File: config.mk
export PLATFORM = sky130hd
export DESIGN_NAME = mcrc24_engine
export DESIGN_NICKNAME = d
export VERILOG_FILES = /design/src/rtl/mcrc24_pkg.sv /design/src/rtl/mcrc24_step.sv /design/src/rtl/mcrc24_pair_count.sv /design/src/rtl/mcrc24_tx.sv /design/src/rtl/mcrc24_engine.sv
export SDC_FILE = /design/constraint.sdc
export NUM_CORES = 1
export LEC_CHECK = 0
export BUFFER_PORTS_ARGS = -buffer_cell sky130_fd_sc_hd__buf_2
export CORE_UTILIZATION = 57
export CTS_CLUSTER_SIZE = 30
export DETAILED_ROUTE_END_ITERATION = 10
export PLACE_DENSITY = 0.8
export SYNTH_ARGS = -nofsm -noshare
export SYNTH_HDL_FRONTEND = slang
export SYNTH_SLANG_ARGS = --single-unit
File: constraint.sdc
create_clock -name clk -period 3 [get_ports clk]
set_input_delay 0.6 -clock clk [delete_from_list [all_inputs] [get_ports clk]]
set_output_delay 0.6 -clock clk [all_outputs]
set_load 0.02 [all_outputs]
File: src/rtl/mcrc24_pkg.sv
package mcrc24_pkg;
  localparam int ACC_W = 24;
  localparam int RESV_BYTES = 3;
  localparam logic [ACC_W-1:0] SEED_VAL = 24'hFFFFFF;
  localparam logic [ACC_W-1:0] FINAL_XOR = 24'hFFFFFF;
  localparam logic [ACC_W-1:0] FOLD_MASK = 24'hFFFF00;
  localparam logic [ACC_W-1:0] PARITY_POLY = 24'h800021;

  typedef enum logic [1:0] {
    ST_IDLE = 2'd0,
    ST_FOLD = 2'd1,
    ST_FIN  = 2'd2,
    ST_EMIT = 2'd3
  } eng_state_t;
endpackage

File: src/rtl/mcrc24_step.sv
module mcrc24_step
  import mcrc24_pkg::*;
(
  input  logic [ACC_W-1:0] acc_i,
  input  logic [7:0]       b_hi,
  input  logic [7:0]       b_lo,
  output logic [ACC_W-1:0] acc_o
);
  logic [ACC_W-1:0] w, z, base, odd_term;

  always_comb begin
    w        = {b_hi, b_lo, 8'h00};
    z        = (w ^ acc_i) & FOLD_MASK;
    base     = {acc_i[7:0], 16'h0000};
    odd_term = (^z) ? PARITY_POLY : '0;
    acc_o    = base ^ (z >> 2) ^ (z >> 7) ^ odd_term;
  end
endmodule

File: src/rtl/mcrc24_pair_count.sv
module mcrc24_pair_count
  import mcrc24_pkg::*;
#(
  parameter int LEN_W = 16
) (
  input  logic             clk,
  input  logic             rst,
  input  logic             load,
  input  logic [LEN_W-1:0] len_i,
  input  logic             dec,
  output logic             zero_on_load,
  output logic             last
);
  logic [LEN_W-1:0] pairs_calc, left_q;

  always_comb begin
    if (len_i < LEN_W'(RESV_BYTES)) pairs_calc = '0;
    else                            pairs_calc = (len_i - LEN_W'(RESV_BYTES)) >> 1;
    zero_on_load = (pairs_calc == '0);
    last         = (left_q == LEN_W'(1));
  end

  always_ff @(posedge clk) begin
    if (rst)       left_q <= '0;
    else if (load) left_q <= pairs_calc;
    else if (dec)  left_q <= left_q - LEN_W'(1);
  end

  // a pair is never taken when none is owed
  p_no_underflow_r4: assert property (@(posedge clk) disable iff (rst)
    dec |-> (left_q != '0));
endmodule

File: src/rtl/mcrc24_tx.sv
module mcrc24_tx #(
  parameter int NBYTES = 3
) (
  input  logic                clk,
  input  logic                rst,
  input  logic                load,
  input  logic [8*NBYTES-1:0] word_i,
  input  logic                out_ready,
  output logic                out_valid,
  output logic [7:0]          out_data,
  output logic                fin
);
  localparam int IW = (NBYTES > 1) ? $clog2(NBYTES) : 1;
  localparam int SW = 8 * NBYTES;

  logic [SW-1:0] sh_q;
  logic [IW-1:0] idx_q;
  logic          fire;

  assign out_data = sh_q[SW-1 -: 8];
  assign fire     = out_valid && out_ready;
  assign fin      = fire && (idx_q == IW'(NBYTES - 1));

  always_ff @(posedge clk) begin
    if (rst) begin
      sh_q      <= '0;
      idx_q     <= '0;
      out_valid <= 1'b0;
    end else if (load) begin
      sh_q      <= word_i;
      idx_q     <= '0;
      out_valid <= 1'b1;
    end else if (fire) begin
      sh_q  <= sh_q << 8;
      idx_q <= idx_q + IW'(1);
      if (fin) out_valid <= 1'b0;
    end
  end

  // a stalled byte stays put
  p_hold_r6: assert property (@(posedge clk) disable iff (rst)
    (out_valid && !out_ready && !load) |=> (out_valid && $stable(out_data)));
endmodule

File: src/rtl/mcrc24_engine.sv
module mcrc24_engine
  import mcrc24_pkg::*;
#(
  parameter int LEN_W = 16
) (
  input  logic             clk,
  input  logic             rst,
  input  logic             start,
  input  logic [LEN_W-1:0] total_len,
  input  logic [15:0]      in_pair,
  input  logic             in_valid,
  output logic             in_ready,
  output logic [7:0]       out_data,
  output logic             out_valid,
  input  logic             out_ready,
  output logic [23:0]      crc_out,
  output logic             done
);
  eng_state_t       state_q;
  logic [ACC_W-1:0] acc_q, acc_nx;
  logic             in_fire, take_start, zero_on_load, last_pair, tx_fin;

  assign in_ready   = (state_q == ST_FOLD);
  assign in_fire    = in_ready && in_valid;
  assign take_start = (state_q == ST_IDLE) && start;

  mcrc24_step u_step (
    .acc_i(acc_q), .b_hi(in_pair[15:8]), .b_lo(in_pair[7:0]), .acc_o(acc_nx)
  );

  mcrc24_pair_count #(.LEN_W(LEN_W)) u_cnt (
    .clk(clk), .rst(rst), .load(take_start), .len_i(total_len),
    .dec(in_fire), .zero_on_load(zero_on_load), .last(last_pair)
  );

  mcrc24_tx #(.NBYTES(RESV_BYTES)) u_tx (
    .clk(clk), .rst(rst), .load(state_q == ST_FIN), .word_i(acc_q ^ FINAL_XOR),
    .out_ready(out_ready), .out_valid(out_valid), .out_data(out_data), .fin(tx_fin)
  );

  always_ff @(posedge clk) begin
    if (rst) begin
      state_q <= ST_IDLE;
      acc_q   <= SEED_VAL;
      crc_out <= '0;
      done    <= 1'b0;
    end else begin
      case (state_q)
        ST_IDLE: if (start) begin
          acc_q   <= SEED_VAL;
          done    <= 1'b0;
          state_q <= zero_on_load ? ST_FIN : ST_FOLD;
        end
        ST_FOLD: if (in_valid) begin
          acc_q <= acc_nx;
          if (last_pair) state_q <= ST_FIN;
        end
        ST_FIN: begin
          crc_out <= acc_q ^ FINAL_XOR;
          state_q <= ST_EMIT;
        end
        default: if (tx_fin) begin
          done    <= 1'b1;
          state_q <= ST_IDLE;
        end
      endcase
    end
  end

  // an accepted start seeds the accumulator
  p_seed_r1: assert property (@(posedge clk) disable iff (rst)
    take_start |=> (acc_q == SEED_VAL));
  // no pair offered, no change to the accumulator
  p_acc_hold_r2: assert property (@(posedge clk) disable iff (rst)
    (in_ready && !in_valid) |=> $stable(acc_q));
  // done follows the final accepted byte
  p_done_r7: assert property (@(posedge clk) disable iff (rst)
    tx_fin |=> (done && !out_valid));
  // a start during a job leaves the accumulator alone
  p_busy_r8: assert property (@(posedge clk) disable iff (rst)
    (state_q != ST_IDLE && start && !in_fire) |=> $stable(acc_q));
  // input and output handshakes never overlap
  p_exclusive_r11: assert property (@(posedge clk) disable iff (rst)
    !(in_ready && out_valid));
endmodule

== Yosys cells after proc, flatten, opt, wreduce, memory -nomap -nowiden ==
Cells that the tools add are included.

* $add $sub $neg: 3
* Magnitude comparators: 1
* Eq/ne operators: 7
* Muxes and demuxes: 21
* Bitwise operators: 6
* Reductions and logical operators: 19

{| class="wikitable"
|+ Operator list
! cell !! count
|-
| 24-bit two-way mux || 5
|-
| 24-bit one-hot mux with 2 select lines || 1
|-
| 24-bit XOR || 2
|-
| 16-bit two-way mux || 2
|-
| 24-bit inverter || 1
|-
| 24-bit parity || 1
|-
| 24-bit by 17-bit XOR with 24-bit output || 1
|-
| 24-bit by 22-bit XOR with 24-bit output || 1
|-
| 16-bit by 1-bit == test with 1-bit output, second input constant || 1
|-
| 16-bit zero test || 1
|-
| 16-bit by 2-bit < comparator with 1-bit output, second input constant || 1
|-
| 16-bit by 1-bit subtractor with 16-bit output, second input constant || 1
|-
| 16-bit by 2-bit subtractor with 16-bit output, second input constant || 1
|-
| 15-bit two-way mux || 1
|-
| 2-bit two-way mux || 5
|-
| 2-bit nonzero test || 5
|-
| 2-bit one-hot mux with 3 select lines || 1
|-
| 3-bit AND reduction || 2
|-
| 1-bit two-way mux || 5
|-
| 2-bit == test, second input constant || 2
|-
| 1-bit logical AND || 4
|-
| 2-bit inequality test, second input constant || 2
|-
| 4-bit AND reduction || 1
|-
| 4-bit nonzero test || 1
|-
| 8 further kinds || 9
|}

* Bits in registers: 94
* Input port bits: 37
* Output and inout port bits: 35
* Word-level logic and storage cells: 65

== Logic depth before layout (Yosys ltp) ==
Gate-level depths: netlist of the first run.

* Depth in word-level cells: 6
* Gate-level depth with buffers: 10
* Depth with buffers taken out: 9

== Hierarchy ==
A second synthesis of the first run with hierarchy kept.

* Cell total of the unflattened synthesis: 614
* Area total of the unflattened synthesis: 5619.1 um^2

{| class="wikitable"
|+ Modules (own cells, without submodules)
! module !! times used !! cells each !! area an instance (um^2) !! seq. area each (um^2)
|-
| mcrc24_engine || 1 || 249 || 2356.0 || 1021.0
|-
| mcrc24_tx || 1 || 149 || 1400.1 || 540.5
|-
| mcrc24_pair_count || 1 || 171 || 1362.6 || 320.3
|-
| mcrc24_step || 1 || 45 || 500.5 || 0.0
|}

== Worst setup path after synthesis of the first run ==
No wires, ideal clock.

* Path kind: input to register
* Start point: input port total_len[0]
* End point: register state_q[0]
* Setup time: 121 ps
* Arrival: 2437 ps
* Data required time: 2879 ps
* Path slack: 442 ps
* Stages on the path: 8
* Path buffers: 0
* Cell sequence: ha_1 -> or4_4 -> or3_1 -> xnor2_1 -> o31ai_1 -> nand4_1 -> o2111ai_1 -> a21oi_1

* Longest elaborated chain between the ends: 6
* Elaborated cells on any way between the ends: 7
* Classes of those cells: add/sub: 1; order compare: 1; mux: 4; reduce/logical: 1

{| class="wikitable"
|+ RTL lines
! what !! RTL line !! source
|-
| start, declared || mcrc24_engine.sv:9 || <nowiki>input logic [LEN_W-1:0] total_len,</nowiki>
|-
| 16-bit by 2-bit subtractor with 16-bit output or 16-bit by 2-bit < comparator with 1-bit output (tied branches) || mcrc24_pair_count.sv:18, mcrc24_pair_count.sv:17 ||
|-
| 15-bit two-way mux (*) || mcrc24_pair_count.sv:17 || <nowiki>if (len_i < LEN_W'(RESV_BYTES)) pairs_calc = '0;</nowiki>
|-
| 16-bit zero test (*) || mcrc24_pair_count.sv:19 || <nowiki>zero_on_load = (pairs_calc == '0);</nowiki>
|-
| 2-bit two-way mux (*) || mcrc24_engine.sv:52 || <nowiki>state_q <= zero_on_load ? ST_FIN : ST_FOLD;</nowiki>
|-
| 2-bit two-way mux (*) || mcrc24_engine.sv:49 || <nowiki>ST_IDLE: if (start) begin</nowiki>
|-
| 2-bit one-hot mux with 3 select lines (*) || mcrc24_engine.sv:48 || <nowiki>case (state_q)</nowiki>
|-
| end signal, assigned || mcrc24_engine.sv:52 ||
|-
| end, declared || mcrc24_engine.sv:19 || <nowiki>eng_state_t state_q;</nowiki>
|}

Mark *: on every way between the ends. The rest lies on a longest branch, timed or not. The select of a mux whose other input is x is not followed.
A chain may end at the register's enable or synchronous reset.

== Worst setup path after layout of the first run ==
Same ends and word-level chain as after synthesis.

==> results of run 1 <==
-- area by class of cell --
class	instances	share of cell area [%]
inverter	7	0.487
sequential	94	34.9
timing repair buffer	77	7.65
clock inverter	7	1.65
clock buffer	9	2.29
multi-input combinational	411	50.6
tap	105	2.43
-- synth_stat cells (2+ instances only) --
| master | n |
|---|---|
| nor4_1 | 7 |
| and2_1 | 3 |
| a31oi_1 | 2 |
| nand3b_1 | 10 |
| nand4_1 | 2 |
| a41oi_1 | 2 |
| nand3_1 | 13 |
| a22oi_1 | 9 |
| nor2_1 | 44 |
| nor3_1 | 14 |
| nand2_1 | 28 |
| o22ai_1 | 20 |
| o31ai_1 | 2 |
| and3_1 | 15 |
| buf_2 | 5 |
| nand4b_1 | 3 |
| clkbuf_1 | 30 |
| buf_4 | 10 |
| a211oi_1 | 35 |
| dfxtp_1 | 94 |
| mux2i_1 | 2 |
| xnor3_1 | 3 |
| o21ai_0 | 8 |
| nor2b_1 | 2 |
| inv_1 | 7 |
| nand2b_1 | 52 |
| or3_1 | 2 |
| ha_1 | 8 |
| xor2_1 | 25 |
| a21o_1 | 5 |
| or4_4 | 2 |
| a21oi_1 | 37 |
| xnor2_1 | 43 |
-- logic make-up after synthesis --
kind of cell    after synthesis  synth area share [%]
fa+ha+maj                     8                  2.06
xor+xnor                     71                  13.7
mux                           3                 0.644
flops                        94                  38.8
simple gates                203                  22.9
compound gates              126                  16.9
buf+inv                      53                  5.00
-- where the power goes --
part           switching [mW]  total [mW]  internal, mW
clock network           0.497       0.905         0.409
logic                    1.03        1.77         0.745
registers               0.157        1.60          1.44
-- path summary, 6_finish.rpt --
kind                            start                       endpoint
max                      total_len[0]        state_q[0]$_SDFFE_PP0P_
min          crc_out[13]$_SDFFE_PP0P_       crc_out[13]$_SDFFE_PP0P_
max reg2reg   state_q[1]$_SDFFE_PP0P_  u_cnt.left_q[11]$_SDFFE_PP0P_
min reg2reg  crc_out[13]$_SDFFE_PP0P_       crc_out[13]$_SDFFE_PP0P_
-- metal layers --
layer,GRT usage (%),vias to the layer above,part of all wire [%]
met5,0,-,0
met4,6.03,0,1.1
met3,5.50,14,5.6
met2,43.1,113,47
met1,37.5,1964,46
li1,-,2044,-
-- critical path: cells and delay by family --
kind / cells / cell delay, ps
XOR/XNOR: 1 / 150
AO/OA/AOI/OAI: 3 / 650
AND/OR/NAND/NOR: 3 / 1040
buffers and inverters: 1 / 120
adder cells (fa/ha/maj): 1 / 270
-- through the flow --
step / instance area, µm² / std cells / hold slack, ps / power, mW
floorplan: 4850 / 558 / 457 / 3.03
global placement: 5180 / 694 / 458 / 3.31
detailed placement: 5180 / 694 / 458 / 3.37
CTS: 5400 / 710 / 473 / 4.27
global route: 5400 / 710 / 505 / 4.54
finish: 5400 / 710 / 471 / 4.27
-- registers in the layout, summed over array words and instances, names as in the netlist --
| name | flops |
|---|---|
| acc_q | 24 |
| crc_out | 24 |
| u_tx.sh_q | 24 |
| u_cnt.left_q | 16 |
| state_q | 2 |
| u_tx.idx_q | 2 |
| done | 1 |
| u_tx.out_valid | 1 |
==> key figures, run 1 <==
Status
  • Outcome: complete, no violations

Placed design
  • Global placer's final weighted congestion: a little under 0.9
  • I/O Buffers: approximately 70
  • Worst-case setup slack after placement: around 51 ps
  • HPWL after detailed placement: around 8 mm

Clocking
  • CTS HTree Levels: 3
  • Clock tree from TritonCTS: built
  • Number of buffers inserted during clock tree synthesis: 9
  • Setup fix buffers added after clock tree synthesis: 0
  • CTS Sinks: 94
  • Number of instances resized during post-cts repair: 0
  • Clock-pin slew reported for the worst setup and hold paths after clock tree synthesis: approximately 100 ps
  • Cell at the root of the clock tree: clkbuf_8
  • Number of buffers inserted for hold repair after clock tree synthesis: 0
  • Insertion delay to the later sink of the worst-skew pair: 370 ps
  • Bufs on Longest Clock Path: 2

Worst setup path
  • Critical Path AT: around 2800 ps
  • Worst stage delay on the critical path: between 400 and 500 ps
  • Kind of start point of the critical path: input pin
  • Critical path's slowest cell: or4_4
  • Depth of the worst register-to-register path: 9
  • Data required, critical path: around 3200 ps
  • Cell breakdown of the critical path: buf_2, ha_1, or4_4, or3_1, xnor2_1, o31ai_1, nand4_1, o2111ai_1, a21oi_1
  • Maximum fanout along the worst path: 6
  • Crit path kind: input pin to flip-flop
  • Type of element capturing the critical path: flip-flop
  • Register-to-register setup slack: 690 ps

GRT
  • Global-route congestion overflow total: 0
  • Largest net degree at the start of global routing: 87
  • Vias in the first global route: around 3800
  • Combined global-route utilization of all metal layers: between 20% and 30%
  • Number of antenna violations at the first check in global routing: 0
  • Wire length of the first global-routing pass: approximately 19 mm

Yosys
  • Share of Yosys cell area claimed by the top area cell type: between 30 and 40%
  • Proportion of register bits with asynchronous set or reset after synthesis: 0%
  • Synthesized instance count: roughly 560
  • Top FF cell, synth: dfxtp_1
  • Mapped cell area: 0.00485 mm²
  • Post-synthesis average cell area: between 8 and 9 µm²
  • Post-synth EDFFs: 0
  • Warnings, synthesis: 0
  • Count of unique library cells instantiated by Yosys: 47
  • Synthesized Nets: 603
  • Main area contributors after synthesis: dfxtp_1 39%, xnor2_1 7.8%, nand2b_1 6.7%
  • Share of synthesized area occupied by flip-flops and latches: 38.8%
  • Synth Register Bits: 94
  • Most area-hungry cell type in the Yosys netlist: dfxtp_1

Detailed routing
  • Initial DRT Pass Iterations: 5
  • Post-DR vias/cell: 5.82
  • Aggregate routed wire length: 11.3 mm
  • Routed len/inst: around 16 µm
  • Initial detailed-routing violation count: roughly 280
  • Residual antenna-violating net count after detailed routing: 0
  • Detailed-route via count: ~4100
  • DRC: 0

Hold path
  • Worst min path class: flip-flop to flip-flop
  • Worst hold stages: 2

Timing
  • Final Slew Violations: 0
  • Final sum of negative setup slack: 0 ps
  • Tightest Pin Transition: a little over 900 ps
  • Final Worst Setup Slack: approximately 380 ps
  • Number of endpoints failing setup at the final stage: 0
  • Skew final: between 9 and 10 ps
  • Shortest clock period the worst path allows after layout: ~2600 ps
  • Hold Fails Final Rpt: 0
  • RSZ-0062 raised after global routing: no
  • Worst slew margin relative to its limit: a little under two fifths
  • Share of the clock period used by the worst path: between 80% and 90%
  • Maximum operating frequency: approximately 380 MHz

Final layout
  • Multi-input combinational cell area: between 0.002 and 0.003 mm²
  • Final core utilization: 65.7%
  • Signed area change from the synthesized netlist to the final layout: 11.2%
  • Total inserted antenna cells: 0
  • Leading cell type in the layout, fill and taps excluded: dfxtp_1
  • Number of nets in the finished design: between 600 and 700
  • Fillcell total: about 700
  • Fraction of final layout cells sized beyond drive strength 1: between 10% and 20%
  • Most frequent cells in the layout: 94 x dfxtp_1, 71 x buf_2, 52 x nand2b_1, 44 x nor2_1, 43 x xnor2_1
  • Area used by sequential logic in the layout: 0.00188 mm²

Power and ir drop
  • Leak: ~2.1 nW
  • Max VDD drop: roughly 0.00058 V
  • Power Density: between 700 and 800 mW/mm²

Floorplan
  • Floorplan core area: between 0.008 and 0.009 mm²
  • Io pins: slightly above 70
  • Area of the die: between 0.008 and 0.009 mm²
  • Initial core utilization: between 50% and 60%
  • Die Height: 94.3 µm
  • Width of the chip: 94.3 µm
  • Num rows: 33

Flow run
  • Maximum capacitance violations: 0
No activity file was read; power rests on OpenSTA's default activity.
==> inputs of run 2 (changes only) <==
--- a/config.mk
+++ b/config.mk
@@ -9,7 +9,7 @@
 export CORE_UTILIZATION = 57
 export CTS_CLUSTER_SIZE = 30
 export DETAILED_ROUTE_END_ITERATION = 10
-export PLACE_DENSITY = 0.8
+export PLACE_DENSITY_LB_ADDON = 0.15
 export SYNTH_ARGS = -nofsm -noshare
 export SYNTH_HDL_FRONTEND = slang
 export SYNTH_SLANG_ARGS = --single-unit
==> run 2 against run 1 <==
  * First-iteration DRC count fell by 2.9%
  * Design area fell by 0.76%
  * Final cell count did not move
  * Via count fell by 0.77%
  * Die area did not move
  * Clock power fell by 18%
  * Wire length fell by 0.26%
  * Register-to-register slack improved by 20 ps
  * Sequential cell count did not move
  * Sequential share of layout area rose by 0.27 points
  * Maximum frequency rose by 5.8%
  * Critical endpoint is now state_q[1]$_SDFFE_PP0P_
  * Largest cell class unchanged
  * Highest routed layer unchanged
==> key figures, run 2 (synthesis gave the netlist of run 1 again) <==
Status
  • Outcome: complete, no violations

Worst setup path
  • Crit path buffers/inverters: 1
  • Capturing element of the worst setup path: state_q[1]$_SDFFE_PP0P_
  • Levels on crit path: 8
  • Crit path kind: input pin to flip-flop
  • Startpoint of the worst setup timing path: total_len[0]
  • Worst path top cell family by delay: simple AND/OR/NAND/NOR gates
  • Cell breakdown of the critical path: buf_2, ha_1, or4_4, or3_1, xnor2_1, o31ai_1, nand4_1, a221oi_2
  • Depth of the worst register-to-register path: 9
  • Worst stage delay on the critical path: approximately 480 ps
  • Kind of start point of the critical path: input pin
  • Startpoint of the lowest-slack register-to-register path: state_q[1]$_SDFFE_PP0P_
  • Maximum fanout along the worst path: 6
  • Register-to-register setup slack: 710 ps
  • Endpoint of the most critical register-to-register path: u_cnt.left_q[13]$_SDFFE_PP0P_
  • Critical Path AT: about 2700 ps
  • Critical path's slowest cell: or4_4
  • Data required, critical path: between 3000 and 4000 ps
  • Type of element capturing the critical path: flip-flop

Placed design
  • HPWL after detailed placement: roughly 8.0 mm
  • I/O Buffers: slightly above 70
  • Placed cell areas: ~0.0052 mm²
  • Global placer's final weighted congestion: 0.849

Final layout
  • Area used by sequential logic in the layout: approximately 0.0019 mm²
  • Post-layout instance area: 0.00536 mm²
  • Largest registers ranked by flip-flop count: acc_q x24, crc_out x24, u_tx.sh_q x24
  • Leading cell type in the layout, fill and taps excluded: dfxtp_1
  • Fraction of final layout cells sized beyond drive strength 1: approximately 17%
  • Most frequent cells in the layout: 94 x dfxtp_1, 71 x buf_2, 52 x nand2b_1, 44 x nor2_1, 43 x xnor2_1
  • Signed area change from the synthesized netlist to the final layout: 10.3%
  • Multi-input combinational cell area: around 0.0027 mm²
  • Number of nets in the finished design: approximately 650
  • Fillcell total: around 730
  • Total inserted antenna cells: 0

Timing
  • RSZ-0062 raised after global routing: no
  • Hold Fails Final Rpt: 0
  • Final sum of negative setup slack: 0 ps
  • Skew final: about 12 ps
  • Share of the clock period used by the worst path: ~82%
  • Final Slew Violations: 0
  • Number of endpoints failing setup at the final stage: 0
  • Shortest clock period the worst path allows after layout: 2470 ps
  • Tightest Pin Transition: around 910 ps
  • Maximum operating frequency: between 400 and 500 MHz
  • Worst slew margin relative to its limit: 38.8%

Floorplan
  • Num rows: 33
  • Die Height: 94.3 µm
  • Area of the die: slightly below 0.009 mm²
  • Width of the chip: 94.3 µm
  • Floorplan core area: ~0.0082 mm²
  • Io pins: between 70 and 80
  • Initial core utilization: between 50% and 60%

GRT
  • Global-route congestion overflow total: 0
  • Largest net degree at the start of global routing: 95
  • Wire length of the first global-routing pass: 18.0 mm
  • Vias in the first global route: around 3700
  • Combined global-route utilization of all metal layers: between 20% and 30%
  • Number of antenna violations at the first check in global routing: 0

Power and ir drop
  • Max VDD drop: roughly 0.00043 V
  • Leak: approximately 2.1 nW
  • Power Density: ~770 mW/mm²
  • Switching component of the power: approximately 1.6 mW
  • Internal power component: ~2.5 mW
  • Switching Fraction: 39.6%
  • Clock power frac: between 10% and 20%
  • Register share of total power: 39.0%
  • Gate power share: between 40% and 50%

Clocking
  • Bufs on Longest Clock Path: 2
  • Clock tree from TritonCTS: built
  • Number of buffers inserted during clock tree synthesis: 9
  • Number of buffers inserted for hold repair after clock tree synthesis: 0
  • Insertion delay to the later sink of the worst-skew pair: approximately 360 ps
  • Clock-pin slew reported for the worst setup and hold paths after clock tree synthesis: roughly 80 ps
  • Cell at the root of the clock tree: clkbuf_8
  • Setup fix buffers added after clock tree synthesis: 0
  • Number of instances resized during post-cts repair: 0
  • CTS Sinks: 94
  • CTS HTree Levels: 3

Detailed routing
  • Initial detailed-routing violation count: 269
  • Routed len/inst: between 15 and 20 µm
  • Initial DRT Pass Iterations: 5
  • Residual antenna-violating net count after detailed routing: 0
  • Post-DR vias/cell: approximately 5.8
  • DRC: 0
  • Aggregate routed wire length: 11.3 mm
  • Detailed-route via count: slightly above 4000

Flow run
  • Maximum capacitance violations: 0

Hold path
  • Worst min path class: flip-flop to flip-flop
[run 2: cell count changes in the layout (fill, tap and decap cells not counted)]
| cell | before | now |
|---|---|---|
| inv_8 | 3 | 0 |
| clkinvlp_4 | 1 | 3 |
| clkinv_2 | 0 | 1 |
| clkbuf_1 | 0 | 1 |
| bufinv_16 | 1 | 0 |
| buf_4 | 5 | 6 |
| inv_6 | 2 | 1 |
[run 2: metal layers]
metal  wire (µm)  global-route usage [%]
met1        5510                    38.9
met2        4990                    38.3
met3         647                    5.42
met4         152                    7.95
met5           0                       0
[run 2: how the worst min path moves through the flow]
stage                                   start                        end  cells past startpoint
floorplan           u_tx.sh_q[0]$_SDFFE_PP0P_  u_tx.sh_q[0]$_SDFFE_PP0P_                      2
global placement      crc_out[7]$_SDFFE_PP0P_    crc_out[7]$_SDFFE_PP0P_                      2
detailed placement   crc_out[12]$_SDFFE_PP0P_   crc_out[12]$_SDFFE_PP0P_                      2
CTS                  crc_out[12]$_SDFFE_PP0P_   crc_out[12]$_SDFFE_PP0P_                      2
global route          crc_out[1]$_SDFFE_PP0P_    crc_out[1]$_SDFFE_PP0P_                      2
finish               crc_out[12]$_SDFFE_PP0P_   crc_out[12]$_SDFFE_PP0P_                      2
[run 2: layout make-up]
cell class	count	share of cell area [%]
well taps	105	2.45
clock buffers	10	2.38
flip-flops and latches	94	35.1
clock inverters	5	0.677
multi-input cells	411	51.0
inverters	7	0.491
repair buffers	78	7.85
[run 2: tightest hold or removal path: stages (launching register included)]
cell      delay (ps)
dfxtp_1          310
nand2b_1          60
a21oi_1           60
[run 2: power by group through the flow]
stage	Combinational (mW)	Clock, mW	Sequential [mW]
6_report	1.77	0.743	1.61
5_1_grt	1.95	0.816	1.63
4_1_cts	1.77	0.755	1.60
3_5_place_dp	1.76	0	1.63
3_3_place_gp	1.72	0	1.62
2_1_floorplan	1.39	0	1.63
[run 2: through the flow]
stage	power, mW	setup WS (ps)	instances	hold slack, ps	util, %
floorplan	3.03	442	558	457	-
global placement	3.34	210	695	459	63.2
detailed placement	3.39	160	695	459	63.2
CTS	4.12	543	710	473	65.2
global route	4.39	414	710	490	65.2
finish	4.12	527	710	474	65.2
==> inputs of run 3 (changes only) <==
==> constraint.sdc (replaced) <==
create_clock -name clk -period 2.6 [get_ports clk]
set_input_delay 0.52 -clock clk [delete_from_list [all_inputs] [get_ports clk]]
set_output_delay 0.52 -clock clk [all_outputs]
set_load 0.02 [all_outputs]
==> run 3 against run 2 <==
  * Sequential share of layout area shrank 0.81 points
  * Sequential cell count stayed put
  * Critical path depth fell by 2
  * Setup slack got worse by 190 ps
  * Critical endpoint unchanged
  * Largest cell class unchanged
  * Largest power group unchanged
  * Combinational power up 17%
  * Global-route usage rose by 0.78 points
  * Clock power up 40%
  * Count of clock-buffer cells in the layout unchanged
  * First-iteration DRC count decreased by 35%
==> key figures, run 3 (synthesis gave the netlist of run 1 again) <==
Timing
  • Number of endpoints failing setup at the final stage: 0
  • Final Slew Violations: 0
  • Shortest clock period the worst path allows after layout: between 2000 and 2500 ps
  • Tightest Pin Transition: approximately 850 ps
  • Skew final: between 10 and 15 ps
  • RSZ-0062 raised after global routing: no
  • Final hold slack: around 480 ps
  • Final Worst Setup Slack: around 340 ps
  • Maximum operating frequency: about 440 MHz
  • Hold Fails Final Rpt: 0
  • Worst slew margin relative to its limit: a little over two fifths
  • Share of the clock period used by the worst path: slightly below 90%

Detailed routing
  • DRC: 0
  • Residual antenna-violating net count after detailed routing: 0
  • Initial DRT Pass Iterations: 5
  • Detailed-route via count: slightly above 4000
  • Post-DR vias/cell: between 5 and 6
  • Initial detailed-routing violation count: approximately 180
  • Routed len/inst: ~16 µm
  • Aggregate routed wire length: about 11 mm

Worst setup path
  • Crit path kind: flip-flop to flip-flop
  • Kind of start point of the critical path: flip-flop
  • Cell breakdown of the critical path: or4_4, nor3_2, nand3_1, a211o_1, or3_1, a221oi_2
  • Crit path buffers/inverters: 0
  • Data required, critical path: between 2000 and 3000 ps
  • Type of element capturing the critical path: flip-flop
  • Startpoint of the lowest-slack register-to-register path: u_cnt.left_q[4]$_SDFFE_PP0P_
  • Critical path's slowest cell: or4_4
  • Maximum fanout along the worst path: 6
  • Worst stage delay on the critical path: 590 ps
  • Worst path top cell family by delay: simple AND/OR/NAND/NOR gates
  • Startpoint of the worst setup timing path: u_cnt.left_q[4]$_SDFFE_PP0P_
  • Critical Path AT: roughly 2500 ps

Final layout
  • Most frequent cells in the layout: 94 x dfxtp_1, 71 x buf_2, 52 x nand2b_1, 44 x nor2_1, 43 x xnor2_1
  • Signed area change from the synthesized netlist to the final layout: 12.9%
  • Leading cell type in the layout, fill and taps excluded: dfxtp_1
  • Largest registers ranked by flip-flop count: acc_q x24, crc_out x24, u_tx.sh_q x24
  • Number of nets in the finished design: between 600 and 700
  • Final cell count without fillers: a little over 700
  • Fillcell total: roughly 730
  • Fraction of final layout cells sized beyond drive strength 1: between 10% and 20%
  • Total inserted antenna cells: 0

Clocking
  • Number of instances resized during post-cts repair: 0
  • CTS Sinks: 94
  • Clock tree from TritonCTS: built
  • Number of buffers inserted for hold repair after clock tree synthesis: 0
  • CTS HTree Levels: 3
  • Cell at the root of the clock tree: clkbuf_8
  • Number of buffers inserted during clock tree synthesis: 9
  • Clock-pin slew reported for the worst setup and hold paths after clock tree synthesis: around 100 ps
  • Setup fix buffers added after clock tree synthesis: 0
  • Insertion delay to the later sink of the worst-skew pair: around 360 ps
  • Bufs on Longest Clock Path: 2

Flow run
  • Maximum capacitance violations: 0

Floorplan
  • Initial core utilization: between 50% and 60%
  • Io pins: between 70 and 80
  • Num rows: 33
  • Width of the chip: roughly 94 µm
  • Die Height: 94.3 µm
  • Area of the die: 0.00889 mm²
  • Floorplan core area: just over 0.008 mm²

Hold path
  • Worst min path class: flip-flop to flip-flop
  • Startpoint of the tightest hold check path: crc_out[7]$_SDFFE_PP0P_

GRT
  • Wire length of the first global-routing pass: between 15 and 20 mm
  • Number of antenna violations at the first check in global routing: 0
  • Largest net degree at the start of global routing: between 80 and 90
  • Global-route congestion overflow total: 0
  • Vias in the first global route: between 3000 and 4000
  • Combined global-route utilization of all metal layers: ~27%

Power and ir drop
  • Leak: between 2 and 2.5 nW
  • Post-route total power: 4.96 mW
  • Max VDD drop: approximately 0.0007 V
  • Power Density: just over 900 mW/mm²

Placed design
  • Global placer's final weighted congestion: approximately 0.87
  • HPWL after detailed placement: around 8 mm
  • I/O Buffers: 71
  • Number of cells after detailed placement: 704
  • Worst-case setup slack after placement: -15.3 ps

Status
  • Outcome: complete, no violations
## run 3: cell count changes in the layout (fill, tap and decap cells not counted)
cell,before,now
buf_12,1,2
inv_8,0,1
clkbuf_1,1,0
clkbuf_8,9,10
bufinv_16,0,1
buf_4,6,14
clkinvlp_4,3,0
inv_6,1,3
## run 3: worst register-to-register path, stage by stage, from the launching register on
cell and delay [ps]:
dfxtp_1 370, or4_4 590, nor3_2 150, nand3_1 130, a211o_1 380, or3_1 350, a221oi_2 230
## run 3: cell type report
| class | count | area [µm²] | share of cell area, % |
|---|---|---|---|
| inverters | 7 | 26.3 | 0.479 |
| multi-input cells | 411 | 2730 | 49.8 |
| clock buffers | 10 | 138 | 2.51 |
| flip-flops and latches | 94 | 1880 | 34.3 |
| repair buffers | 87 | 500 | 9.13 |
| clock inverters | 6 | 72.6 | 1.32 |
| well taps | 105 | 131 | 2.40 |
## run 3: final timing paths
kind | cells after the start | slack (ps) | endpoint
hold reg to reg | 2 | 480 | crc_out[7]$_SDFFE_PP0P_
hold / removal | 2 | 480 | crc_out[7]$_SDFFE_PP0P_
setup reg to reg | 6 | 340 | state_q[1]$_SDFFE_PP0P_
setup / recovery | 6 | 340 | state_q[1]$_SDFFE_PP0P_
## run 3: metrics by stage
step                TNS, ps  cell area, µm²  util [%]
finish                    0            5480      66.7
global route              0            5480      66.7
CTS                       0            5480      66.7
global placement          0            5270      64.2
detailed placement    -18.7            5270      64.2
floorplan                 0            4850         -
## run 3: layer usage
metal  global-route usage (%)  wire (µm)
met3                     3.88        610
met5                        0          0
met4                     6.28        104
met2                     39.6       4950
met1                     41.7       5790
## run 3: power breakdown
group | internal [mW] | switching (mW) | total (mW)
logic | 0.882 | 1.18 | 2.07
clock network | 0.487 | 0.555 | 1.04
registers | 1.66 | 0.193 | 1.85
total | 3.03 | 1.93 | 4.96
